--- src/rtl/acq_trig_pkg.sv ---
package acq_trig_pkg;

    typedef enum logic [1:0] {
        MODE_NONE = 2'd0,
        MODE_PRE  = 2'd1,
        MODE_POST = 2'd2
    } acq_mode_e;

    typedef enum logic [1:0] {
        ST_IDLE  = 2'd0,
        ST_WAIT  = 2'd1,
        ST_COUNT = 2'd2
    } seq_state_e;

    typedef struct packed {
        logic conv_en;
        logic busy;
        logic done;
    } seq_out_t;

    // Pretrigger wins when both selects are set.
    function automatic acq_mode_e pick_mode(input logic pre, input logic post);
        if (pre)
            return MODE_PRE;
        else if (post)
            return MODE_POST;
        else
            return MODE_NONE;
    endfunction

endpackage

--- src/rtl/trig_sync.sv ---
module trig_sync #(
    parameter int STAGES = 2
) (
    input  logic clk,
    input  logic rst,
    input  logic trig_i,
    output logic rise_o
);
    localparam int LAST = STAGES - 1;

    logic [STAGES-1:0] sync_q;
    logic              prev_q;

    always_ff @(posedge clk) begin
        if (rst) begin
            sync_q <= '0;
            prev_q <= 1'b0;
        end else begin
            sync_q <= {sync_q[STAGES-2:0], trig_i};
            prev_q <= sync_q[LAST];
        end
    end

    assign rise_o = sync_q[LAST] & ~prev_q;

    // A rising edge can never be reported on two consecutive cycles.
    p_single_rise_r9: assert property (@(posedge clk) disable iff (rst)
        rise_o |=> !rise_o);

endmodule

--- src/rtl/sample_counter.sv ---
module sample_counter #(
    parameter int CNT_W = 16
) (
    input  logic             clk,
    input  logic             rst,
    input  logic             store_i,
    input  logic [CNT_W-1:0] store_val_i,
    input  logic             start_i,
    input  logic             dec_i,
    output logic [CNT_W-1:0] cnt_o,
    output logic             last_o,
    output logic             zero_o
);
    localparam logic [CNT_W-1:0] ONE = CNT_W'(1);

    logic [CNT_W-1:0] hold_q;
    logic [CNT_W-1:0] cnt_q;

    always_ff @(posedge clk) begin
        if (rst)
            hold_q <= '0;
        else if (store_i)
            hold_q <= store_val_i;
    end

    always_ff @(posedge clk) begin
        if (rst)
            cnt_q <= '0;
        else if (start_i)
            cnt_q <= hold_q;
        else if (dec_i)
            cnt_q <= cnt_q - ONE;
    end

    assign cnt_o  = cnt_q;
    assign last_o = (cnt_q == ONE);
    assign zero_o = (cnt_q == '0);

    // The live count only moves on a start or a decrement.
    p_count_holds_r12: assert property (@(posedge clk) disable iff (rst)
        (!start_i && !dec_i) |=> $stable(cnt_o));

    // The sequencer never asks for a decrement from zero.
    p_no_underflow_r4: assert property (@(posedge clk) disable iff (rst)
        dec_i |-> (cnt_o != '0));

endmodule

--- src/rtl/seq_fsm.sv ---
module seq_fsm
    import acq_trig_pkg::*;
(
    input  logic     clk,
    input  logic     rst,
    input  logic     arm_i,
    input  logic     pre_i,
    input  logic     post_i,
    input  logic     trig_rise_i,
    input  logic     conv_i,
    input  logic     cnt_last_i,
    input  logic     cnt_zero_i,
    output logic     start_o,
    output logic     dec_o,
    output seq_out_t out_o
);
    seq_state_e state_q;
    acq_mode_e  mode_q;
    acq_mode_e  arm_mode;
    logic       done_q;

    assign arm_mode = pick_mode(pre_i, post_i);

    always_ff @(posedge clk) begin
        if (rst) begin
            state_q <= ST_IDLE;
            mode_q  <= MODE_NONE;
            done_q  <= 1'b0;
        end else if (arm_i) begin
            done_q  <= 1'b0;
            mode_q  <= arm_mode;
            state_q <= (arm_mode == MODE_NONE) ? ST_IDLE : ST_WAIT;
        end else begin
            unique case (state_q)
                ST_WAIT: begin
                    if (trig_rise_i) begin
                        if (cnt_zero_i) begin
                            state_q <= ST_IDLE;
                            done_q  <= 1'b1;
                        end else begin
                            state_q <= ST_COUNT;
                        end
                    end
                end
                ST_COUNT: begin
                    if (conv_i && cnt_last_i) begin
                        state_q <= ST_IDLE;
                        done_q  <= 1'b1;
                    end
                end
                default: state_q <= ST_IDLE;
            endcase
        end
    end

    assign start_o = arm_i;
    assign dec_o   = (state_q == ST_COUNT) && conv_i && !arm_i;

    always_comb begin
        out_o.conv_en = (state_q == ST_COUNT) ||
                        ((state_q == ST_WAIT) && (mode_q == MODE_PRE));
        out_o.busy    = (state_q != ST_IDLE);
        out_o.done    = done_q;
    end

    p_arm_clears_done_r10: assert property (@(posedge clk) disable iff (rst)
        arm_i |=> !out_o.done);

    p_done_not_busy_r4: assert property (@(posedge clk) disable iff (rst)
        out_o.done |-> !out_o.busy);

    p_done_closes_window_r4: assert property (@(posedge clk) disable iff (rst)
        $rose(out_o.done) |-> (!out_o.conv_en && $past(out_o.busy)));

    p_pre_opens_r2: assert property (@(posedge clk) disable iff (rst)
        (arm_i && pre_i) |=> out_o.conv_en);

    p_post_waits_r3: assert property (@(posedge clk) disable iff (rst)
        (arm_i && !pre_i && post_i) |=> (!out_o.conv_en && out_o.busy));

    p_no_mode_idle_r7: assert property (@(posedge clk) disable iff (rst)
        (arm_i && !pre_i && !post_i) |=> !out_o.busy);

endmodule

--- src/rtl/acq_trig_ctrl.sv ---
module acq_trig_ctrl
    import acq_trig_pkg::*;
#(
    parameter int CNT_W       = 16,
    parameter int SYNC_STAGES = 2
) (
    input  logic             clk,
    input  logic             rst,
    input  logic             pre_mode_i,
    input  logic             post_mode_i,
    input  logic             arm_i,
    input  logic             load_i,
    input  logic [CNT_W-1:0] count_i,
    input  logic             trig_i,
    input  logic             conv_i,
    output logic             conv_en_o,
    output logic             done_o,
    output logic             busy_o
);
    logic             trig_rise;
    logic             cnt_start;
    logic             cnt_dec;
    logic             cnt_last;
    logic             cnt_zero;
    logic [CNT_W-1:0] cnt_val;
    seq_out_t         seq_out;

    trig_sync #(.STAGES(SYNC_STAGES)) u_sync (
        .clk    (clk),
        .rst    (rst),
        .trig_i (trig_i),
        .rise_o (trig_rise)
    );

    sample_counter #(.CNT_W(CNT_W)) u_cnt (
        .clk         (clk),
        .rst         (rst),
        .store_i     (load_i),
        .store_val_i (count_i),
        .start_i     (cnt_start),
        .dec_i       (cnt_dec),
        .cnt_o       (cnt_val),
        .last_o      (cnt_last),
        .zero_o      (cnt_zero)
    );

    seq_fsm u_fsm (
        .clk         (clk),
        .rst         (rst),
        .arm_i       (arm_i),
        .pre_i       (pre_mode_i),
        .post_i      (post_mode_i),
        .trig_rise_i (trig_rise),
        .conv_i      (conv_i),
        .cnt_last_i  (cnt_last),
        .cnt_zero_i  (cnt_zero),
        .start_o     (cnt_start),
        .dec_o       (cnt_dec),
        .out_o       (seq_out)
    );

    assign conv_en_o = seq_out.conv_en;
    assign done_o    = seq_out.done;
    assign busy_o    = seq_out.busy;

    // While the window is counting down, the remaining count is never zero.
    p_window_count_r4: assert property (@(posedge clk) disable iff (rst)
        (busy_o && conv_en_o && $past(busy_o) && !$past(arm_i) && !$past(conv_en_o))
        |-> (cnt_val != '0));

endmodule

--- config.mk ---
export PLATFORM = sky130hd
export DESIGN_NAME = acq_trig_ctrl
export DESIGN_NICKNAME = d
export VERILOG_FILES = /design/src/rtl/acq_trig_pkg.sv /design/src/rtl/trig_sync.sv /design/src/rtl/sample_counter.sv /design/src/rtl/seq_fsm.sv /design/src/rtl/acq_trig_ctrl.sv
export SDC_FILE = /design/constraint.sdc
export NUM_CORES = 1
export LEC_CHECK = 0
export ABC_AREA = 1
export CORE_ASPECT_RATIO = 2
export CORE_UTILIZATION = 54
export DETAILED_ROUTE_END_ITERATION = 10
export PLACE_DENSITY = 0.86
export RECOVER_POWER = 100
export SLEW_MARGIN = 25
export SYNTH_ARGS = -nofsm -noshare
export SYNTH_HDL_FRONTEND = slang
export SYNTH_HIERARCHICAL = 1
export SYNTH_SLANG_ARGS = --single-unit
--- constraint.sdc ---
create_clock -name clk -period 2.2 [get_ports clk]
set_clock_uncertainty 0.15 [all_clocks]
set_input_delay 0.33 -clock clk [delete_from_list [all_inputs] [get_ports clk]]
set_output_delay 0.33 -clock clk [all_outputs]
set_load 0.01 [all_outputs]
Word-level counts from Yosys, hierarchy flattened --
Cells that the tools add are included.
Storage, ports and cells: register bits 40, input bits 24, output and inout bits 3, memories 0, latch bits 0, bits in writable memories 0, word-level logic and storage cells 47, memory bits (read-only) 0
Cells by class: eq/ne operators 9, multiplexer cells 14, divide/modulo/power cells 0, reduce and logical (&&, ||, !) cells 14, multiply operators 0, shift-type cells 0, bitwise logic cells 2, order comparisons 0, add/sub/neg operators 1
Operators with widths (count):
- 16-bit two-way mux | 2
- 16-bit by 1-bit == test with 1-bit output (second input constant) | 1
- 16-bit logical NOT | 1
- 16-bit by 1-bit subtractor with 16-bit output (second input constant) | 1
- 2-bit two-way mux | 6
- 2-bit nonzero test | 3
- 2-bit by 1-bit == test with 1-bit output (second input constant) | 2
- 1-bit logical AND | 4
- 1-bit two-way mux | 4
- 2-bit != test (second input constant) | 2
- 2-bit one-hot mux with 2 select lines | 1
- 4-bit AND reduction | 1
- 3-bit by 2-bit != test with 1-bit output (second input constant) | 1
- 3-bit != test (second input constant) | 1
- 2-bit == test (second input constant) | 1
- 2-bit logical NOT | 1
- 2-bit by 1-bit != test with 1-bit output (second input constant) | 1
- 1-bit one-hot mux with 2 select lines | 1
- 2-bit AND reduction | 1
- 2-bit OR reduction | 1
- 1-bit AND | 1
- 1-bit logical NOT | 1
- 1-bit logical OR | 1
- 1-bit NOT | 1

Longest topological paths before layout --
depth in word-level cells 5, mapped depth 11, gate-level depth less buffers 11

Cells and area by module --
The synthesis kept the hierarchy.
By module, submodules not included:
- sample_counter | cells each 241, seq. area each 640.6 sq um, times used 1, area an instance 1630.3 sq um
- seq_fsm | cells each 42, seq. area each 100.1 sq um, times used 1, area an instance 275.3 sq um
- trig_sync | cells each 10, seq. area each 60.1 sq um, times used 1, area an instance 86.3 sq um

Worst setup path before layout --
No wires, ideal clock.
kind register to register, from register u_cnt.cnt_q[0], in the netlist u_cnt/cnt_o[0], to register u_fsm.done_q, path slack 622 ps, required time 1984 ps, buffers on the path 0, setup time 66 ps, cell stages (with the launch flop) 11, data arrival time 1362 ps, clock period less this slack 1578 ps, path through dfxtp_1 inv_1 ha_1 nand2_2 nor2_4 nand3_1 nor2_1 inv_1 o21ai_0 nand2_1 a21oi_2
On the way: elaborated cells on any way between the ends 6, those cells by class 3 x eq/ne; 3 x reduce/logical
RTL lines:
- start, declared | line sample_counter.sv:17 | logic [CNT_W-1:0] cnt_q;
- start signal, assigned | line sample_counter.sv:30 | cnt_q <= hold_q;
- start signal, assigned | line sample_counter.sv:32 | cnt_q <= cnt_q - ONE;
- 16-bit logical NOT | line sample_counter.sv:37 | assign zero_o = (cnt_q == '0);
- via cnt_zero | line acq_trig_ctrl.sv:24 | logic cnt_zero;
- 2-bit != test (no line)
- 4-bit AND reduction (no line)
- end signal, assigned | line seq_fsm.sv:28 | done_q <= 1'b0;
- end signal, assigned | line seq_fsm.sv:30 | done_q <= 1'b0;
- end signal, assigned | line seq_fsm.sv:39 | done_q <= 1'b1;
- end, declared | line seq_fsm.sv:20 | logic done_q;
The timed path passes the listed nets, and every way through them passes these cells. A chain may end at the register's enable or synchronous reset.

Final worst setup path --
from register u_fsm.state_q[1], to register u_cnt.cnt_q[9], in the netlist u_cnt/cnt_o[9]
On the way: word-level cells in the longest chain between the ends 4
RTL lines:
- start, declared | line seq_fsm.sv:17 | seq_state_e state_q;
- start signal, assigned | line seq_fsm.sv:32 | state_q <= (arm_mode == MODE_NONE) ? ST_IDLE : ST_WAIT;
- 2-bit == test | line seq_fsm.sv:57 | assign dec_o = (state_q == ST_COUNT) && conv_i && !arm_i;
- 1-bit logical AND (2 in series) | line seq_fsm.sv:57
- via cnt_dec | line acq_trig_ctrl.sv:22 | logic cnt_dec;
- 2-bit nonzero test (no line)
The timed path passes the listed nets, and every way through them passes these cells.

==> impl_metrics.py <==
metrics = {
    "timing": {
        "timing.fmax_ghz": 0.5320,
        "grt_setup_unrepaired": "no",
        "worstMarginPinSlew_ns": 0.5462,
        "fin_crit_sh_pct": 85.44,
        "worst_slack_ns": 0.3203,
        "finalHoldViolations": 0,
        "timing.slew.headroom_pct": 63.55,
        "fin_crit_ns": 1.880,
        "setup_violations": 0,
        "slew_violations": 0,
    },
    "global_route": {
        "overflow": 0,
        "grt_use_met3_pct": 5.361,
        "grtUsageMet1_pct": 24.84,
        "top_usage_layer": "met2",
        "antenna_found_initial": 0,
        "grt_max_degree": 21,
        "met2_usage_pct": 45.32,
        "grt_usage_pct": 24.69,
        "grt_first_pass_wirelength_um": 7245,
        "grt_pass1_vias": 1800,
    },
    "clock_network": {
        "clkSlewWorstSetupHoldPaths_ns": 0.07,
        "clk_latency_ns": 0.29,
        "cts-htree-levels": 2,
        "cts_resized": 0,
        "tritoncts": "built",
        "cts_sinks": 40,
        "ctsHoldBuffers": 0,
        "cts-buffers-inserted": 5,
        "cts_buffer_depth": 2,
        "postCtsSetupBuffers": 0,
        "cts_root_buf": "clkbuf_8",
    },
    "floorplan": {
        "die_w_um": 44.95,
        "core.rowCount": 30,
        "initial_utilization_pct": 57.68,
        "core_um2": 3453,
        "die-height_um": 87.89,
        "ios": 27,
        "die-area_um2": 3950,
    },
    "logic_synthesis": {
        "synth_ff_type": "dfxtp_1",
        "synth_nets": 319,
        "synth_edf_count": 0,
        "async_flop_share_pct": 0,
        "synth_warnings": 6,
        "synth.cell_area_um2": 1992,
        "yosys_register_bits": 40,
        "syn_inst": 293,
        "ys_seq_area_share_pct": 40.20,
        "syn_area_per_cell_um2": 6.798,
        "ys_types": 24,
    },
    "layout": {
        "stdcell_area_um2": 2374,
        "layout_commonest_cell": "nor2_1",
        "fin_util_pct": 68.73,
        "finalNetCount": 347,
        "syn2layout_area_growth_pct": 19.16,
        "drive_gt1_share_pct": 7.764,
        "antennaDiodeCount": 0,
        "final_cell_mix": "nor2_1, nand2_1, dfxtp_1, inv_1, o21ai_0",
    },
    "critical_path": {
        "r2r_cells": 11,
        "crit_chain": "inv_1 -> nor2_1 -> inv_1 -> nor2_1 -> inv_1 -> nor2_2 -> buf_4 -> nand4_1 -> nand2_1 -> inv_1 -> a21oi_1",
        "startpoint": "u_fsm/state_q[1]$_SDFFE_PP0P_",
        "cpMostUsedCell": "inv_1",
        "worstPathArrival_ns": 1.96,
        "cp.depth": 11,
        "cp-start-kind": "register",
        "worstSetupEndpoint": "u_cnt/cnt_o[9]$_SDFFE_PP0P_",
        "rr_endpoint": "u_cnt/cnt_o[9]$_SDFFE_PP0P_",
        "crit_buf_inv": 5,
        "critPathRequiredTime_ns": 2.28,
        "endpoint_kind": "register",
        "crit_slowest_cell": "dfxtp_1",
        "crit_type": "reg -> reg",
        "max_stage_delay_ns": 0.35,
        "cp_top_family": "simple AND/OR/NAND/NOR gates",
        "rrSetupSlack_ns": 0.32,
        "crit_fanout": 14,
        "reg2reg_from": "u_fsm/state_q[1]$_SDFFE_PP0P_",
    },
    "place": {
        "dp_hpwl_um": 3110,
        "dp_slack_ns": -0.1323,
        "place_area_um2": 2303,
        "port_buffers": 26,
        "gp_congestion": 0.8371,
    },
    "min_path": {
        "min-delay-start": "u_sync/sync_q[0]$_SDFF_PP0_",
        "hold_path.class": "reg -> reg",
    },
    "routing": {
        "firstDrtPassIters": 5,
        "vias": 1892,
        "wl_per_cell_um": 11.17,
        "drcViolationCount": 0,
        "drt-initial-drc-count": 76,
        "final_antenna_net_count": 0,
        "wl_um": 4134,
        "via_per_inst": 5.114,
    },
    "power": {
        "power.density_nw_per_um2": 654.9,
        "ir_drop_mv": 0.5154,
        "p_leak_nw": 1.066,
    },
    "job": {
        "drv_cap": 0,
    },
    "status": {
        "outcome": "finished clean",
    },
}
-- worst min-delay path: stages, from the launching register on --
cell     delay [ns]
dfxtp_1        0.30
inv_1          0.04
nor2_1         0.03
-- Yosys cell counts (3+ instances only) --
cell,n,area (µm²)
nor2_1,60,225.2
nand2_1,50,187.7
dfxtp_1,40,800.8
inv_1,36,135.1
o21ai_0,25,125.1
nand3_1,19,95.09
a21oi_1,12,60.06
a22oi_1,9,67.56
nor2_2,6,37.54
xor2_1,5,43.79
a21oi_2,4,35.03
buf_2,4,20.02
clkbuf_1,3,11.26
nor2_4,3,33.78
-- registers in the layout, summed over array words and instances (netlist names) --
name and cells:
u_cnt/cnt_o 16, u_cnt/hold_q 16, u_fsm/done_q 1, u_fsm/mode_q 2, u_fsm/state_q 2, u_sync/prev_q 1
u_sync/sync_q 2
-- final cells by class --
| cell class | count | area [µm²] |
|---|---|---|
| clock buffer | 8 | 90.09 |
| fill | 321 | 1080 |
| inverter | 38 | 142.6 |
| multi-input combinational | 204 | 984.7 |
| sequential | 40 | 800.8 |
| tap | 48 | 60.06 |
| timing repair buffer | 32 | 295.3 |
-- per-stage QoR --
| step | instances | hold slack (ns) | setup TNS, ns | power (mW) |
|---|---|---|---|---|
| 2_1_floorplan | 293 | 0.2383 | 0 | 0.9886 |
| 3_3_place_gp | 362 | 0.2431 | -0.1165 | 1.076 |
| 5_1_grt | 370 | 0.2985 | 0 | 1.643 |
| 3_5_place_dp | 362 | 0.2515 | -0.4534 | 1.083 |
| 6_report | 370 | 0.2566 | 0 | 1.554 |
| 4_1_cts | 370 | 0.2616 | 0 | 1.571 |
-- worst min path at each step --
| stage | depth (start not counted) | to |
|---|---|---|
| after floorplan | 2 | u_sync/sync_q[1]$_SDFF_PP0_ |
| after CTS | 2 | u_sync/sync_q[1]$_SDFF_PP0_ |
| after global placement | 2 | u_sync/sync_q[1]$_SDFF_PP0_ |
| after detailed placement | 2 | u_sync/sync_q[1]$_SDFF_PP0_ |
| final | 2 | u_sync/sync_q[1]$_SDFF_PP0_ |
| after global routing | 2 | u_sync/sync_q[1]$_SDFF_PP0_ |
-- report_power, final --
| group | total (mW) | switching [mW] | internal (mW) |
|---|---|---|---|
| Clock | 0.490 | 0.235 | 0.255 |
| Sequential | 0.791 | 0.0275 | 0.763 |
| Combinational | 0.273 | 0.155 | 0.118 |
-- logic make-up after synthesis --
family / Yosys count / share of synthesized area, %
buffers and inverters: 49 / 9.862
AND/OR/NAND/NOR: 143 / 30.65
AO/OA/AOI/OAI: 54 / 15.83
adder cells (fa/ha/maj): 2 / 1.256
flip-flops: 40 / 40.20
XOR/XNOR: 5 / 2.198
-- routing by layer --
metal	part of all wire [%]	wire (µm)	vias to the layer above
li1	-	-	982
met1	39	1625	857
met2	55	2273	43
met3	3.3	137	10
met4	2.3	97	0
met5	0	0	-
(Power assumes the default switching activity.)
